[config.mk]
export PLATFORM = sky130hd
export DESIGN_NAME = lru4_age_unit
export DESIGN_NICKNAME = d
export VERILOG_FILES = /design/src/rtl/lru4_pkg.sv /design/src/rtl/lru4_victim_sel.sv /design/src/rtl/lru4_age_update.sv /design/src/rtl/lru4_state_array.sv /design/src/rtl/lru4_age_unit.sv
export SDC_FILE = /design/constraint.sdc
export NUM_CORES = 1
export LEC_CHECK = 0
export ABC_CLOCK_PERIOD_IN_PS = 10320
export BUFFER_PORTS_ARGS = -buffer_cell sky130_fd_sc_hd__buf_2
export CAP_MARGIN = 20
export CORE_MARGIN = 5
export CORE_UTILIZATION = 40
export DETAILED_ROUTE_END_ITERATION = 16
export PLACE_DENSITY = 0.6
export SKIP_LAST_GASP = 1
export SYNTH_ARGS = -nofsm -noshare
export SYNTH_HDL_FRONTEND = slang
export SYNTH_SLANG_ARGS = --single-unit
[constraint.sdc]
create_clock -name clk -period 10.32 [get_ports clk]
set_clock_uncertainty 0.2 [all_clocks]
set_input_delay 2.064 -clock clk [delete_from_list [all_inputs] [get_ports clk]]
set_output_delay 2.064 -clock clk [all_outputs]
set_load 0.005 [all_outputs]
[src/rtl/lru4_pkg.sv]
package lru4_pkg;
    localparam int WAYS  = 4;
    localparam int AGE_W = 2;
    localparam int WAY_W = 2;

    typedef logic [AGE_W-1:0] age_t;
    typedef logic [WAY_W-1:0] way_t;
    typedef age_t [WAYS-1:0]  age_set_t;

    localparam age_t AGE_MAX = age_t'(WAYS - 1);

    typedef struct packed {
        logic hit;
        way_t hit_way;
        way_t fill_way;
    } access_t;

    function automatic age_t age_step(input age_t a);
        return (a == AGE_MAX) ? a : a + age_t'(1);
    endfunction
endpackage

[src/rtl/lru4_victim_sel.sv]
module lru4_victim_sel
    import lru4_pkg::*;
(
    input  age_set_t         ages,
    input  logic [WAYS-1:0]  valid,
    output way_t             fill_way
);
    way_t empty_way;
    way_t old_way;
    logic has_empty;

    always_comb begin
        has_empty = 1'b0;
        empty_way = '0;
        for (int i = WAYS - 1; i >= 0; i--) begin
            if (!valid[i]) begin
                has_empty = 1'b1;
                empty_way = way_t'(i);
            end
        end
    end

    always_comb begin
        old_way = '0;
        for (int i = 1; i < WAYS; i++) begin
            if (ages[i] > ages[old_way]) old_way = way_t'(i);
        end
    end

    assign fill_way = has_empty ? empty_way : old_way;
endmodule

[src/rtl/lru4_age_update.sv]
module lru4_age_update
    import lru4_pkg::*;
(
    input  age_set_t cur,
    input  access_t  acc,
    output age_set_t nxt
);
    age_t ref_age;

    assign ref_age = cur[acc.hit_way];

    always_comb begin
        for (int i = 0; i < WAYS; i++) begin
            if (acc.hit) begin
                if (way_t'(i) == acc.hit_way) nxt[i] = '0;
                else if (cur[i] < ref_age)    nxt[i] = cur[i] + age_t'(1);
                else                          nxt[i] = cur[i];
            end else begin
                if (way_t'(i) == acc.fill_way) nxt[i] = '0;
                else                           nxt[i] = age_step(cur[i]);
            end
        end
    end
endmodule

[src/rtl/lru4_state_array.sv]
module lru4_state_array
    import lru4_pkg::*;
#(
    parameter int SET_W = 5,
    localparam int NUM_SETS = 1 << SET_W
) (
    input  logic             clk,
    input  logic             rst,
    input  logic             we,
    input  logic [SET_W-1:0] idx,
    input  age_set_t         wdata,
    output age_set_t         rdata
);
    age_set_t [NUM_SETS-1:0] store;

    for (genvar s = 0; s < NUM_SETS; s++) begin : g_set
        always_ff @(posedge clk) begin
            if (rst)                               store[s] <= '0;
            else if (we && idx == (SET_W)'(s))     store[s] <= wdata;
        end
    end

    assign rdata = store[idx];

    // reset clears the whole array
    p_reset_clear_r1: assert property (@(posedge clk) rst |=> store == '0);

    // no strobe, no change anywhere
    p_idle_hold_r6: assert property (@(posedge clk) disable iff (rst)
        !we |=> $stable(store));
endmodule

[src/rtl/lru4_age_unit.sv]
module lru4_age_unit
    import lru4_pkg::*;
#(
    parameter int SET_W = 5
) (
    input  logic             clk,
    input  logic             rst,
    input  logic             acc_valid,
    input  logic [SET_W-1:0] acc_set,
    input  logic             acc_hit,
    input  logic [1:0]       hit_way,
    input  logic [3:0]       way_valid,
    output logic [1:0]       fill_way,
    output logic [7:0]       age_out
);
    age_set_t rd_ages;
    age_set_t wr_ages;
    way_t     victim;
    access_t  acc;

    lru4_state_array #(.SET_W(SET_W)) u_state (
        .clk   (clk),
        .rst   (rst),
        .we    (acc_valid),
        .idx   (acc_set),
        .wdata (wr_ages),
        .rdata (rd_ages)
    );

    lru4_victim_sel u_victim (
        .ages     (rd_ages),
        .valid    (way_valid),
        .fill_way (victim)
    );

    assign acc = '{hit: acc_hit, hit_way: hit_way, fill_way: victim};

    lru4_age_update u_update (
        .cur (rd_ages),
        .acc (acc),
        .nxt (wr_ages)
    );

    assign fill_way = victim;
    assign age_out  = rd_ages;

    // the hit way reads youngest on the following cycle
    p_hit_youngest_r2: assert property (@(posedge clk) disable iff (rst)
        (acc_valid && acc_hit) |=>
            (acc_set != $past(acc_set)) || (rd_ages[$past(hit_way)] == '0));

    // the filled way reads youngest on the following cycle
    p_fill_youngest_r4: assert property (@(posedge clk) disable iff (rst)
        (acc_valid && !acc_hit) |=>
            (acc_set != $past(acc_set)) || (rd_ages[$past(fill_way)] == '0));

    // in a full set the victim is at least as old as every way
    p_victim_oldest_r5: assert property (@(posedge clk) disable iff (rst)
        (&way_valid) |-> (rd_ages[fill_way] >= rd_ages[0]) &&
                         (rd_ages[fill_way] >= rd_ages[1]) &&
                         (rd_ages[fill_way] >= rd_ages[2]) &&
                         (rd_ages[fill_way] >= rd_ages[3]));

    // a non-full set never picks a valid way
    p_fill_empty_r3: assert property (@(posedge clk) disable iff (rst)
        !(&way_valid) |-> !way_valid[fill_way]);
endmodule

; ---- Word-level counts from Yosys, hierarchy flattened
; Index checks and enable logic that the tools add are counted.
; Widths: inputs -> output; s select.
[totals]
reg_bits = 256
out_inout_bits = 10
elab_cells = 259
[op_classes]
n_addsub = 4
magnitude_cmp = 11
n_eq_ne = 41
n_mux = 40
reduce_logical = 35
[ops]
columns = op, count
row1 = $eq 5x5->1 const B, 16
row2 = $mux 2, 30
row3 = $bmux 8 s5, 1
row4 = $eq 5x4->1 const B, 8
row5 = $logic_and 1x1->1, 32
row6 = $eq 5x3->1 const B, 4
row7 = $bmux 2 s2, 3
row8 = $eq 5x2->1 const B, 2
row9 = $add 2x1->2 const B, 4
row10 = $eq 2x2->1 const A, 4
row11 = $eq 2x2->1 const B, 4
row12 = $lt 2x2->1, 4
row13 = $mux 8, 1
row14 = $gt 2x2->1, 3
row15 = $lt 2x3->1 const B, 2
row16 = $lt 5x6->1 const B, 1
row17 = $eq 5x1->1 const B, 1
row18 = $logic_not 5->1, 1
row19 = $mux 1, 5
row20 = $eq 1x2->1 const A, 2
row21 = $logic_not 2->1, 2
row22 = $lt 1x3->1 const B, 1

; ---- Depth between registers and ports, before layout
[depth]
ltp_word = 16
mapped_depth = 30

; ---- By module
; A second synthesis with hierarchy kept.
[hier_totals]
hier_cells = 1402
hier_area_um2 = 12617.1
[by_module_without_submodules]
columns = module, instances, cells_per_inst, area_per_inst_um2, seq_area_each_um2
row1 = lru4_state_array, 1, 1271, 11688.7, 5124.9
row2 = lru4_age_update, 1, 90, 633.1, 0.0
row3 = lru4_victim_sel, 1, 41, 295.3, 0.0

; ---- Worst setup path after synthesis
; Ideal clock, no wire load.
[synth_path]
path_kind = input to output
start = input acc_set[0]
end = output fill_way[0]
arrival_time_ns = 6.487
t_required_ns = 8.056
setup_slack_ns = 1.569
path_stages = 21
path_buffers = 4
path_cell_list = buf_6 buf_6 buf_6 buf_6 mux4_2 mux4_2 a21oi_2 ha_1 o22ai_1 nand2_1 o21ai_0 ha_1 nor2b_1 o21ai_0 mux2_2 ha_1 nand2_1 o21ai_0 nand2_1 o21ai_0 a21boi_0
[synth_via]
elab_chain_len = 13
[synth_rtl]
columns = item, line
row1 = from (decl), lru4_age_unit.sv:9  ; input logic [SET_W-1:0] acc_set,
row2 = $bmux 8 s5 *, lru4_state_array.sv:23  ; assign rdata = store[idx];
row3 = $mux 8 (not written as such) *, lru4_state_array.sv:23
row4 = $gt 2x2->1, lru4_victim_sel.sv:26  ; if (ages[i] > ages[old_way]) old_way = way_t'(i);
row5 = $mux 1, lru4_victim_sel.sv:26
row6 = $bmux 2 s2, lru4_victim_sel.sv:26
row7 = $mux 2 (not written as such), lru4_victim_sel.sv:26
row8 = $gt 2x2->1, lru4_victim_sel.sv:26
row9 = $mux 2, lru4_victim_sel.sv:26
row10 = $bmux 2 s2, lru4_victim_sel.sv:26
row11 = $mux 2 (not written as such), lru4_victim_sel.sv:26
row12 = $gt 2x2->1, lru4_victim_sel.sv:26
row13 = $mux 2 *, lru4_victim_sel.sv:26
row14 = $mux 2 *, lru4_victim_sel.sv:30  ; assign fill_way = has_empty ? empty_way : old_way;
row15 = to (decl), lru4_age_unit.sv:13  ; output logic [1:0] fill_way,
; Every way passes the cells marked *; elsewhere a longest branch is shown, timed or not. The select of a mux whose other input is x is not followed.

; ---- Worst setup path after layout
[layout_path]
start = input acc_set[0]
end = output fill_way[1]
; The elaborated chain is that of the path after synthesis.

==> reports/results.tsv <==
stage	metric	value	unit
global_route	largest net degree at the start of global routing	118	
synth	count leader, synth	nor2_1	
synth	Top FF cell, synth	dfxtp_1	
synth	Avg Cell Area, Syn	9.25	um2
detailed_routing	DR pass1 iterations	7	
status	outcome	finished, final reports clean	
sta	final critical-path share of the clock period	0.939	
placed_design	Placer Congestion	0.888	
die	die footprint	0.0360	mm2
synth	Synth area leaders	dfxtp_1 40%, nor2_1 8.9%, mux2i_1 7.2%, mux4_2 6.4%, o22ai_1 4.8%	
cells_and_area	Biggest register	u_state.store	
synth	Synth async-reset ratio	0	
global_route	total grt overflow	0	
cells_and_area	final non-filler cell total	1794	
synth	Synth top cells by count	308 x nor2_1, 256 x dfxtp_1, 99 x o22ai_1	
detailed_routing	post-route ant nets	0	
synth	post-synthesis sequential area ratio	0.396	
synth	synth warn	0	
detailed_routing	vias per cell	6.11	
critical_path	crit path max-delay cell type	mux4_1	
detailed_routing	WL/cell	22.4	um
die	Cell Rows	65	
cts	setup bufs post-CTS	0	
die	starting density of the core	0.408	
critical_path	CP Max Fanout	44	
placed_design	port bufs	24	
placed_design	placed wire-length estimate	26500	um
detailed_routing	DRC errors left	0	
cells_and_area	Layout Utilization	0.448	
critical_path	biggest cell delay along the critical path	590	ps
global_route	antenna violations before repair	1	
critical_path	CP Capture Type	output pin	
cts	CTS tree	yes	
cts	total CTS buffers	28	
sta	achievable frequency	0.103	GHz
power_and_ir_drop	Max IR drop VDD	109	uV
synth	Yosys top cell area share	0.396	
cts	Reg clk slew, reported paths	60	ps
detailed_routing	DR vias	11000	
sta	setup TNS	0	ps
power_and_ir_drop	Pwr per Cell Area	159	mW/mm2
synth	Post-Synthesis Cells	1398	
sta	Pins Over Slew Limit	0	
global_route	total track usage	0.216	
sta	final hold violations	0	
cts	CTS sink cnt	256	
global_route	vias in the first global route	10200	
sta	Least-Margin Pin Slew	1030	ps
cts	hold buffer count at cts	0	
die	die width	190	um
placed_design	placed insts	1742	
cts	H-tree levels	1	
critical_path	Setup CP Type	input port to output pin	
detailed_routing	Routed WL	40100	um
sta	RSZ-0062 raised after global routing	false	
critical_path	kind of cell adding the most delay to the critical path	compound AO/OA/AOI/OAI gates	
detailed_routing	1st-iter DRT viols	993	
sta	relative max-transition margin	0.317	
cts	clock latency at the later pin of the worst-skew pair	550	ps
critical_path	CP Launch Type	input port	
sta	fin crit period	9690	ps
worst_hold_path	Worst Hold Class	flop to flop	
cts	# resized after CTS	0	
critical_path	worst path bufs/invs	3	
cells_and_area	layout cells sized above 1	0.137	
critical_path	Critical Path RT	8060	ps
sta	Final Setup Violations	0	
cells_and_area	synthesis-to-layout area growth	9.83	%
global_route	first-pass GRT wire length	61800	um
die	Core Area	0.0317	mm2
synth	Yosys cell types	63	
synth	post-synth top area cell	dfxtp_1	
critical_path	worst-path cell chain	buf_4, buf_12, mux4_1, a22oi_1, and3_1, or2_1, ha_1, nor2_1, o22ai_1, nand2_1, o21ai_0, ha_1, nor2b_1, o21ai_0, nor2_1, a21oi_1, ha_1, nor2b_1, o21ai_0, nand4_1, and2_1, buf_2	
die	I/O pin count	25	
cells_and_area	largest registers	u_state.store (256)	
synth	Post-synth EDFFs	0	
synth	Synth Cell Area	0.0129	mm2
cts	root buf cell	clkbuf_16	
cells_and_area	Nets	1405	
job	# Max-Cap Violations	0	
synth	syn nets	1432	
power_and_ir_drop	leakage power	4.79	nW
cells_and_area	fillers	3052	
critical_path	CP arrival	7430	ps
die	die height	190	um
cells_and_area	Largest register FFs	256	
cts	maximum root-to-sink buffer count	3	
synth	Seq cells post-synth	256	
power by group:
group	leakage [nW]	switching [mW]	total (mW)	internal (mW)
Sequential	2.06	0.00518	1.00	0.997
Combinational	2.26	0.160	0.229	0.0685
Clock	0.467	0.409	1.03	0.623
layout make-up:
class	count	area [um2]	area share
Antenna cell	1	2.50	0.000176
Clock buffer	40	817	0.0575
Clock inverter	10	131	0.00925
Inverter	18	67.6	0.00476
Multi-Input combinational cell	1020	7220	0.508
Sequential cell	256	5120	0.361
Tap cell	402	503	0.0354
Timing Repair Buffer	47	337	0.0237
stage by stage:
stage | hold WS, ps | area [um2] | power, mW | setup WS, ps
5_1_grt | 307 | 14200 | 2.33 | 294
3_3_place_gp | 274 | 13200 | 1.24 | 891
2_1_floorplan | 264 | 12900 | 1.19 | 1570
6_report | 290 | 14200 | 2.26 | 628
3_5_place_dp | 277 | 13200 | 1.25 | 716
4_1_cts | 290 | 14200 | 2.27 | 727
layout by cell type (no fill, tap or decap), types with 30 or more instances in the layout:
master / netlist / routed
a21oi_1: 73 / 73
o22ai_2: 30 / 30
o22ai_1: 99 / 99
dfxtp_1: 256 / 256
nor3_1: 70 / 70
mux4_2: 37 / 37
mux2i_1: 93 / 93
nand2_1: 61 / 61
a211oi_1: 65 / 64
nor2_1: 308 / 307
path summary, 6_finish.rpt:
path	slack [ps]	to	cells past startpoint	start
worst min register to register	290	u_state.store[22]	2	u_state.store[22]
worst max register to register	3830	u_state.store[192]	22	u_state.store[123]
worst max-delay path	630	fill_way[1]	22	acc_set[0]
worst min-delay path	290	u_state.store[22]	2	u_state.store[22]
worst reg2reg max path: stages, from the launching register on:
cell and delay (ps):
dfxtp_1 310, mux4_2 470, mux4_2 550, a21oi_2 340, ha_1 310, o22ai_1 460
nand2_1 90, o21ai_0 130, ha_1 200, nor2b_1 60, o21ai_0 440, nor2_1 90
a21oi_1 150, ha_1 270, nor2b_1 150, o21ai_0 260, nand4_1 210, o21ai_0 620
a2bb2oi_1 250, nand3_1 100, nand3_1 100, buf_4 390, a211oi_1 150
kinds of logic after synthesis:
group / after synthesis / share of synthesized area
buffers and inverters: 122 / 0.0485
AOI/OAI and AO/OA: 334 / 0.186
muxes: 157 / 0.180
adders and majority gates: 19 / 0.0184
and+or+nand+nor: 510 / 0.171
DFF: 256 / 0.396
layer usage:
layer / vias to the layer above / track usage / wire, um / share of wire
met5: - / 0 / 0 / 0
met4: 0 / 0.0693 / 1250 / 0.031
met3: 68 / 0.0317 / 3120 / 0.078
met2: 447 / 0.330 / 17700 / 0.44
met1: 5370 / 0.317 / 18100 / 0.45
li1: 5083 / - / - / -
Power figures use the tool's default switching activity.
